File: src/rtl/wp_status_pkg.sv
package wp_status_pkg;
  typedef struct packed {
    logic       setWel;
    logic       clrWel;
    logic       loadNv;
    logic       lockEnNext;
    logic [1:0] bpNext;
  } regStrobe_t;

  localparam int unsigned STATUS_W = 8;
  localparam int unsigned NUM_CODES = 4;

  // quarter index at and above which a protect code covers the array
  function automatic int unsigned firstCoveredQuarter(input int unsigned code);
    case (code)
      1: return 3;
      2: return 2;
      3: return 0;
      default: return 4;
    endcase
  endfunction
endpackage

File: src/rtl/wp_status_ctrl.sv
module wp_status_ctrl
  import wp_status_pkg::*;
#(
  parameter int unsigned ADDR_W = 12
) (
  input  logic              clk,
  input  logic              rstN,
  input  logic              wrEnStb,
  input  logic              wrDisStb,
  input  logic              reqValid,
  input  logic              reqIsStatus,
  input  logic [ADDR_W-1:0] reqAddr,
  input  logic [7:0]        reqData,
  input  logic              wpPinN,
  input  logic              engineBusy,
  input  logic              wel,
  input  logic              lockEn,
  input  logic [1:0]        bp,
  output logic              grantArray,
  output logic              grantStatus,
  output regStrobe_t        strb
);
  localparam int unsigned TOP_LSB = ADDR_W - 2;

  logic [1:0] topQuarter;
  logic [NUM_CODES-1:0] codeCovers;
  logic covered;
  logic hwLock;
  logic mayWrite;
  logic unusedLowBits;

  assign topQuarter    = reqAddr[ADDR_W-1:TOP_LSB];
  assign unusedLowBits = ^{reqAddr[TOP_LSB-1:0], reqData[6:4], reqData[1:0]};

  for (genvar c = 0; c < NUM_CODES; c++) begin : g_code
    localparam int unsigned FIRST_Q = firstCoveredQuarter(c);
    assign codeCovers[c] = (32'(topQuarter) >= FIRST_Q);
  end

  assign covered  = codeCovers[bp];
  assign hwLock   = lockEn && !wpPinN;
  assign mayWrite = reqValid && wel && !engineBusy;

  assign grantStatus = mayWrite && reqIsStatus && !hwLock;
  assign grantArray  = mayWrite && !reqIsStatus && !covered;

  always_comb begin
    strb.setWel     = wrEnStb;
    strb.clrWel     = wrDisStb;
    strb.loadNv     = grantStatus;
    strb.lockEnNext = reqData[7];
    strb.bpNext     = reqData[3:2];
  end

  p_lock_blocks_status_r5: assert property (@(posedge clk) disable iff (!rstN)
    (lockEn && !wpPinN) |-> !grantStatus);
  p_no_grant_without_latch_r6: assert property (@(posedge clk) disable iff (!rstN)
    !wel |-> !(grantArray || grantStatus));
  p_busy_denies_r10: assert property (@(posedge clk) disable iff (!rstN)
    engineBusy |-> !(grantArray || grantStatus));
  p_full_cover_r4: assert property (@(posedge clk) disable iff (!rstN)
    (bp == 2'b11) |-> !grantArray);
  p_grant_needs_req_r7: assert property (@(posedge clk) disable iff (!rstN)
    !reqValid |-> !(grantArray || grantStatus));
endmodule

File: src/rtl/wp_status_regs.sv
module wp_status_regs
  import wp_status_pkg::*;
(
  input  logic       clk,
  input  logic       rstN,
  input  regStrobe_t strb,
  input  logic       engineBusy,
  output logic       wel,
  output logic       lockEn,
  output logic [1:0] bp,
  output logic [7:0] statusByte
);
  always_ff @(posedge clk or negedge rstN) begin
    if (!rstN) begin
      wel <= 1'b0;
    end else if (strb.clrWel) begin
      wel <= 1'b0;
    end else if (strb.setWel) begin
      wel <= 1'b1;
    end
  end

  always_ff @(posedge clk or negedge rstN) begin
    if (!rstN) begin
      lockEn <= 1'b0;
      bp     <= 2'b00;
    end else if (strb.loadNv) begin
      lockEn <= strb.lockEnNext;
      bp     <= strb.bpNext;
    end
  end

  assign statusByte = {lockEn, 3'b000, bp, wel, engineBusy};

  p_wel_clear_r3: assert property (@(posedge clk) disable iff (!rstN)
    strb.clrWel |=> !wel);
  p_wel_set_r3: assert property (@(posedge clk) disable iff (!rstN)
    (strb.setWel && !strb.clrWel) |=> wel);
  p_wel_hold_r9: assert property (@(posedge clk) disable iff (!rstN)
    (!strb.setWel && !strb.clrWel) |=> $stable(wel));
  p_nv_hold_r9: assert property (@(posedge clk) disable iff (!rstN)
    !strb.loadNv |=> ($stable(lockEn) && $stable(bp)));
  p_nv_load_r8: assert property (@(posedge clk) disable iff (!rstN)
    strb.loadNv |=> (lockEn == $past(strb.lockEnNext) && bp == $past(strb.bpNext)));
endmodule

File: src/rtl/wp_status_arbiter.sv
module wp_status_arbiter
  import wp_status_pkg::*;
#(
  parameter int unsigned ADDR_W = 12
) (
  input  logic              clk,
  input  logic              rstN,
  input  logic              wrEnStb,
  input  logic              wrDisStb,
  input  logic              reqValid,
  input  logic              reqIsStatus,
  input  logic [ADDR_W-1:0] reqAddr,
  input  logic [7:0]        reqData,
  input  logic              wpPinN,
  input  logic              engineBusy,
  output logic [7:0]        statusByte,
  output logic              grantArray,
  output logic              grantStatus
);
  regStrobe_t strb;
  logic       wel;
  logic       lockEn;
  logic [1:0] bp;

  wp_status_ctrl #(.ADDR_W(ADDR_W)) u_ctrl (
    .clk(clk), .rstN(rstN),
    .wrEnStb(wrEnStb), .wrDisStb(wrDisStb),
    .reqValid(reqValid), .reqIsStatus(reqIsStatus),
    .reqAddr(reqAddr), .reqData(reqData),
    .wpPinN(wpPinN), .engineBusy(engineBusy),
    .wel(wel), .lockEn(lockEn), .bp(bp),
    .grantArray(grantArray), .grantStatus(grantStatus),
    .strb(strb)
  );

  wp_status_regs u_regs (
    .clk(clk), .rstN(rstN), .strb(strb), .engineBusy(engineBusy),
    .wel(wel), .lockEn(lockEn), .bp(bp), .statusByte(statusByte)
  );

  p_busy_bit_r2: assert property (@(posedge clk) disable iff (!rstN)
    statusByte[0] == engineBusy);
endmodule

File: config.mk
export PLATFORM = sky130hd
export DESIGN_NAME = wp_status_arbiter
export DESIGN_NICKNAME = d
export VERILOG_FILES = /design/src/rtl/wp_status_pkg.sv /design/src/rtl/wp_status_ctrl.sv /design/src/rtl/wp_status_regs.sv /design/src/rtl/wp_status_arbiter.sv
export SDC_FILE = /design/constraint.sdc
export NUM_CORES = 1
export LEC_CHECK = 0
export CORE_AREA = 3 3 40 42
export DETAILED_ROUTE_END_ITERATION = 12
export DIE_AREA = 0 0 43 45
export GPL_ROUTABILITY_DRIVEN = 0
export PLACE_DENSITY = 0.65
export SLEW_MARGIN = 25
export SYNTH_ARGS = -nofsm -noshare
export SYNTH_HDL_FRONTEND = slang
export SYNTH_SLANG_ARGS = --single-unit
File: constraint.sdc
create_clock -name clk -period 1.8 [get_ports clk]
set_input_delay 0.45 -clock clk [delete_from_list [all_inputs] [get_ports clk]]
set_output_delay 0.45 -clock clk [all_outputs]
set_load 0.01 [all_outputs]
==> metrics.csv, run 1 <==
stage,metric,value,unit
status,outcome,"complete, but fails checks",
status,failing checks,negative setup slack,
routing,post-route ant nets,0,
placement,Place WS,-0.731,ns
setup_path,CP Launch Type,flip-flop,
routing,DRC Markers,0,
logic_synthesis,sequential fraction of the synthesis area,40.2,%
routing,Vias,239,
sta,FMAX,554,MHz
global_routing,GRT Residual Overflow,0,
sta,clk_skew,0.000780,ns
worst_hold_path,hold crit path type,in -> async,
sta,Final min period,1.81,ns
setup_path,Worst EP arrival,1.36,ns
logic_synthesis,simple-gate share of the synthesized area,18.6,%
pwr,VDD IR max,0.353,mV
logic_synthesis,synthesized flop and latch total,4,
sta,RSZ-0062 raised after global routing,yes,
logic_synthesis,YS warnings,0,
floorplanning,Die Y,45,um
sta,fin crit share,100,%
setup_path,Crit. End Element,output port,
sta,setup slack after layout,-0.00528,ns
finish,layout cells sized above 1,36.7,%
logic_synthesis,syn avg cell area,10.4,um2
global_routing,vias in the first global route,263,
logic_synthesis,top cell type's share of synthesized area,40.2,%
floorplanning,# IOs,38,
finish,fin nets,79,
placement,input/output buffers,19,
routing,Avg Vias per Cell,3.73,
floorplanning,Rows,13,
logic_synthesis,Adder-Cell Fraction of Synth Area,0,%
setup_path,CP required,1.35,ns
routing,initial DRC count,0,
floorplanning,Core Area,1280,um2
logic_synthesis,Synth Area in XOR/XNOR,0,%
clock_network,Clock Path Buffers,2,
logic_synthesis,Mapped Area,249,um2
finish,Ant. Diodes,0,
logic_synthesis,Post-synth top flop,dfrtp_1,
floorplanning,initial core utilization,19.4,%
sta,"Slew Viols, Final",0,
sta,final hold violations,0,
pwr,Pwr per Cell Area,783,nW/um2
logic_synthesis,Synth area leaders,"dfrtp_1, buf_4, mux2_4, or4b_4, nand2_1",
global_routing,first-pass GRT wire length,945,um
logic_synthesis,combinational family with the most area after synthesis,buffers and inverters,
clock_network,CTS tree,done,
job,max cap viols,0,
global_routing,initial antenna violation count,0,
routing,routed len/inst,9.47,um
logic_synthesis,Synth Area in Compound Gates,2.01,%
clock_network,root buffer cell,clkbuf_4,
clock_network,clock sink count,4,
logic_synthesis,Unique masters post-synth,12,
clock_network,clock slew at reported path FFs,0.04,ns
routing,final wirelength,606,um
floorplanning,die width,43,um
clock_network,CTS buffer count,3,
logic_synthesis,ys async rst share,100,%
logic_synthesis,most frequent cell after synthesis,buf_4,
logic_synthesis,Post-synth top cells,"buf_4, dfrtp_1, mux2_4",
finish,Layout area overhead,98.5,%
placement,Placed Cells,60,
setup_path,Crit Path Class,reg -> out,
global_routing,total global routing track utilization,7.27,%
logic_synthesis,Post-synth EDFFs,0,
finish,"non-filler cells, final",64,
sta,final setup fails,1,
finish,Finished Core Util,38.5,%
logic_synthesis,mux cell area share after synthesis,18.1,%
global_routing,largest net degree at the start of global routing,5,
clock_network,Worst-Skew Late Latency,0.23,ns
routing,drt first pass iters,1,
clock_network,H-Tree Depth,1,
pwr,Leak,0.244,nW
logic_synthesis,cells after synthesis,24,
setup_path,reg2reg setup slack,0.26,ns
setup_path,Worst Path Max Fanout,2,
finish,FILL cells,148,
floorplanning,die area,1940,um2
logic_synthesis,largest area contributor in the netlist,dfrtp_1,
## report_power, final
part | switching, mW | internal, mW | total [mW]
clock | 0.0337 | 0.0744 | 0.108
combinational | 0.0491 | 0.109 | 0.158
sequential | 0.0121 | 0.109 | 0.121
## cell usage in the layout, fill, tap and decap left out
cell type,n
nor2_1,2
conb_1,3
dlygate4sd2_1,3
nand2_1,2
buf_2,1
nor4_2,1
mux2_4,3
nand3_1,1
clkdlybuf4s15_1,2
buf_4,7
nor2b_1,1
dfrtp_1,4
or4b_4,1
clkbuf_4,3
o21ai_1,1
buf_6,1
inv_2,1
clkdlybuf4s50_1,12
## flip-flops by register name, summed over array words and instances, names as in the netlist
register / count
u_regs.bp: 2
u_regs.lockEn: 1
u_regs.wel: 1
## metal layers
layer / vias up / global-route usage (%) / part of all wire [%]
li1: 120 / - / -
met1: 104 / 7.07 / 38
met2: 13 / 11.1 / 51
met3: 2 / 3.59 / 9.9
met4: 0 / 7.23 / 1.3
met5: - / 0 / 0
## final cells by class
type	count	area [um2]	area share (%)
well taps	15	18.8	3.80
multi-input cells	15	114	23.0
repair buffers	26	235	47.6
clock buffers	3	22.5	4.56
flip-flops and latches	4	100	20.3
inverters	1	3.75	0.759
## worst max-delay path, stage by stage, from the launching register on
cell     delay (ns)
dfrtp_1        0.36
nor2b_1        0.12
or4b_4         0.48
inv_2          0.07
buf_6          0.09
## worst paths after layout
kind | startpoint | endpoint | cells after the start
setup reg to reg | u_regs.lockEn | u_regs.bp[0] | 4
max in group asynchronous | rstN | u_regs.bp[1] | 1
setup / recovery | u_regs.lockEn | grantStatus | 4
hold reg to reg | u_regs.bp[1] | u_regs.bp[1] | 1
hold / removal | rstN | u_regs.wel | 1
min in group clk | u_regs.bp[1] | u_regs.bp[1] | 1
## through the flow
stage	TNS, ns	total power, mW	area (um2)	hold WS, ns
final	-0.00528	0.387	494	0.423
after global routing	-0.0561	0.415	494	0.427
after CTS	-0.0569	0.386	478	0.418
after detailed placement	-2.30	0.274	465	0.542
after global placement	-2.27	0.272	465	0.539
after floorplan	0	0.190	256	0.154
## kinds of logic (layout without fill, tap and decap cells)
logic type             count (synthesis)  after routing
AOI/OAI and AO/OA                      1              1
other                                  1              3
and+or+nand+nor                        8              8
DFF                                    4              4
muxes                                  3              3
buffers and inverters                  7             30
## timing repair
item,CTS,global route
endpoints found under the setup margin,6,2
buffers inserted,0,1
hold buffers,0,0
gates resized for setup,16,3
pin swaps,4,2
cloned,0,0
Power figures use the tool's default switching activity.
==> inputs of run 2 (changes only) <==
--- a/config.mk
+++ b/config.mk
@@ -9,8 +9,9 @@
 export DETAILED_ROUTE_END_ITERATION = 12
 export DIE_AREA = 0 0 43 45
 export GPL_ROUTABILITY_DRIVEN = 0
-export PLACE_DENSITY = 0.65
+export PLACE_DENSITY = 0.69
 export SLEW_MARGIN = 25
 export SYNTH_ARGS = -nofsm -noshare
 export SYNTH_HDL_FRONTEND = slang
+export SYNTH_HIERARCHICAL = 1
 export SYNTH_SLANG_ARGS = --single-unit
==> metrics.csv, run 2 <==
stage,metric,value,unit
logic_synthesis,sequential fraction of the synthesis area,33.2,%
status,outcome,"complete, no violations",
setup_path,Crit Path Class,in -> out,
floorplanning,initial core utilization,23.5,%
routing,Avg Vias per Cell,3.75,
sta,final hold violations,0,
global_routing,initial antenna violation count,0,
clock_network,Clock Path Buffers,2,
sta,clk_skew,0.000212,ns
finish,Layout area overhead,48.1,%
sta,Final min period,1.73,ns
logic_synthesis,most frequent cell after synthesis,buf_4,
floorplanning,die area,1940,um2
setup_path,CP required,1.35,ns
sta,FMAX,578,MHz
logic_synthesis,synthesized flop and latch total,4,
clock_network,root buffer cell,clkbuf_4,
sta,setup slack after layout,0.0695,ns
sta,WHS,0.416,ns
placement,detailed placer's ending HPWL,516,um
placement,area of placed instances,435,um2
setup_path,Crit. End Element,output port,
finish,Regs by FF count,"u_regs/bp (2), u_regs/lockEn (1), u_regs/wel (1)",
routing,Vias,214,
finish,FILL cells,143,
floorplanning,Die Y,45,um
sta,RSZ-0062 raised after global routing,no,
logic_synthesis,cells after synthesis,29,
floorplanning,Rows,13,
finish,"non-filler cells, final",57,
clock_network,CTS tree,done,
finish,Top reg by flops,u_regs/bp,
placement,input/output buffers,19,
logic_synthesis,Mapped Area,302,um2
logic_synthesis,top cell type's share of synthesized area,34.9,%
finish,"most common cell after layout, fill and taps aside",clkdlybuf4s50_1,
placement,Place WS,-0.552,ns
setup_path,FF-to-FF End,u_regs/bp[1],
setup_path,Worst Path Max Fanout,1,
sta,setup TNS,0,ns
logic_synthesis,syn avg cell area,10.4,um2
logic_synthesis,largest area contributor in the netlist,buf_4,
clock_network,Setup Buffers After CTS,0,
logic_synthesis,YS warnings,6,
setup_path,RR Startpoint,u_regs/lockEn,
clock_network,H-Tree Depth,1,
clock_network,clock slew at reported path FFs,0.04,ns
setup_path,Worst EP arrival,1.28,ns
finish,FF+latch area,100,um2
placement,Placed Cells,54,
pwr,Leak,0.211,nW
clock_network,clock sink count,4,
routing,drt first pass iters,1,
finish,layout cells sized above 1,33.3,%
job,max cap viols,0,
sta,final setup fails,0,
routing,post-route ant nets,0,
global_routing,largest net degree at the start of global routing,5,
sta,fin crit share,96.1,%
global_routing,vias in the first global route,218,
logic_synthesis,Synth area leaders,"buf_4, dfrtp_1, mux2_2, nor4b_2, and4bb_1",
finish,fin nets,72,
floorplanning,die width,43,um
logic_synthesis,Post-synth top flop,dfrtp_1,
setup_path,R2R cell count,4,
clock_network,Post-CTS Hold Fix Bufs,0,
clock_network,Worst-Skew Late Latency,0.23,ns
routing,DRC Markers,0,
global_routing,GRT Residual Overflow,0,
finish,max FFs per register,2,
clock_network,CTS buffer count,3,
setup_path,CP Launch Type,input port,
logic_synthesis,Unique masters post-synth,11,
global_routing,total global routing track utilization,7.53,%
floorplanning,# IOs,38,
setup_path,reg2reg setup slack,0.38,ns
logic_synthesis,Post-synth EDFFs,0,
logic_synthesis,Post-synth top cells,"buf_4, dfrtp_1, mux2_2",
finish,Finished Cell Area,447,um2
logic_synthesis,ys async rst share,100,%
finish,Finished Core Util,34.8,%
finish,Multi-input gate area,106,um2
routing,final wirelength,594,um
pwr,overall power,0.351,mW
floorplanning,Core Area,1280,um2
finish,Ant. Diodes,0,
routing,initial DRC count,0,
setup_path,Critical Path Source,reqAddr[10],
global_routing,first-pass GRT wire length,897,um
pwr,VDD IR max,0.190,mV
sta,"Slew Viols, Final",0,
finish,"commonest cells after routing, fill and taps aside","clkdlybuf4s50_1, dlygate4sd2_1, dfrtp_1",
pwr,Pwr per Cell Area,785,nW/um2
worst_hold_path,hold crit path type,in -> async,
routing,routed len/inst,10.4,um
==> run 2: cell types whose count changed in the layout (fill, tap and decap cells not counted), moves of 2 or more <==
cell             change
nand2_1              -2
mux2_2               +3
nor2_1               -2
mux2_4               -3
clkdlybuf4s15_1      -2
dlygate4sd2_1        +2
buf_4                -4
==> run 2: report_power, final <==
| group | internal, mW | switching [mW] | leakage (nW) |
|---|---|---|---|
| combinational | 0.0815 | 0.0393 | 0.148 |
| clock | 0.0744 | 0.0336 | 0.0138 |
| sequential | 0.109 | 0.0128 | 0.0489 |
==> run 2: how the worst max path moves through the flow <==
stage / endpoint / slack (ns) / depth (start not counted)
2_1_floorplan: u_regs/bp[0] / 0.28 / 4
3_3_place_gp: grantStatus / -0.51 / 4
4_1_cts: grantArray / 0.02 / 4
3_5_place_dp: grantStatus / -0.55 / 4
6_report: grantArray / 0.07 / 4
5_1_grt: grantArray / 0.009 / 4
==> run 2: layout make-up <==
type / count / area share (%)
clock buffers: 3 / 5.04
well taps: 15 / 4.20
flip-flops and latches: 4 / 22.4
repair buffers: 22 / 44.5
multi-input cells: 13 / 23.8
==> run 2: routing by layer <==
layer	routed length [um]	track usage [%]	vias up	part of all wire (%)
met1	186	6.34	93	31
met2	317	10.5	13	53
li1	-	-	108	-
met3	89	5.58	0	15
met4	0	9.04	0	0
met5	0	0	-	0
==> run 2: worst max-delay path: stages <==
cell             delay [ns]
clkdlybuf4s50_1        0.40
a31oi_1                0.12
and4bb_1               0.19
buf_2                  0.12
==> run 2: logic make-up (layout without fill, tap and decap cells) <==
group                  count (synthesis)  in the layout  share of synthesized area, %
AOI/OAI and AO/OA                      3              3                          7.05
buffers and inverters                 14             25                          34.9
DFF                                    4              4                          33.2
muxes                                  3              3                          11.2
other                                  1              3                          1.24
and+or+nand+nor                        4              4                          12.4
==> run 2: repair_timing <==
item	CTS	global route
pin swaps	4	2
setup endpoints to repair	3	1
resized for setup	15	1
endpoints found under the hold margin	0	0
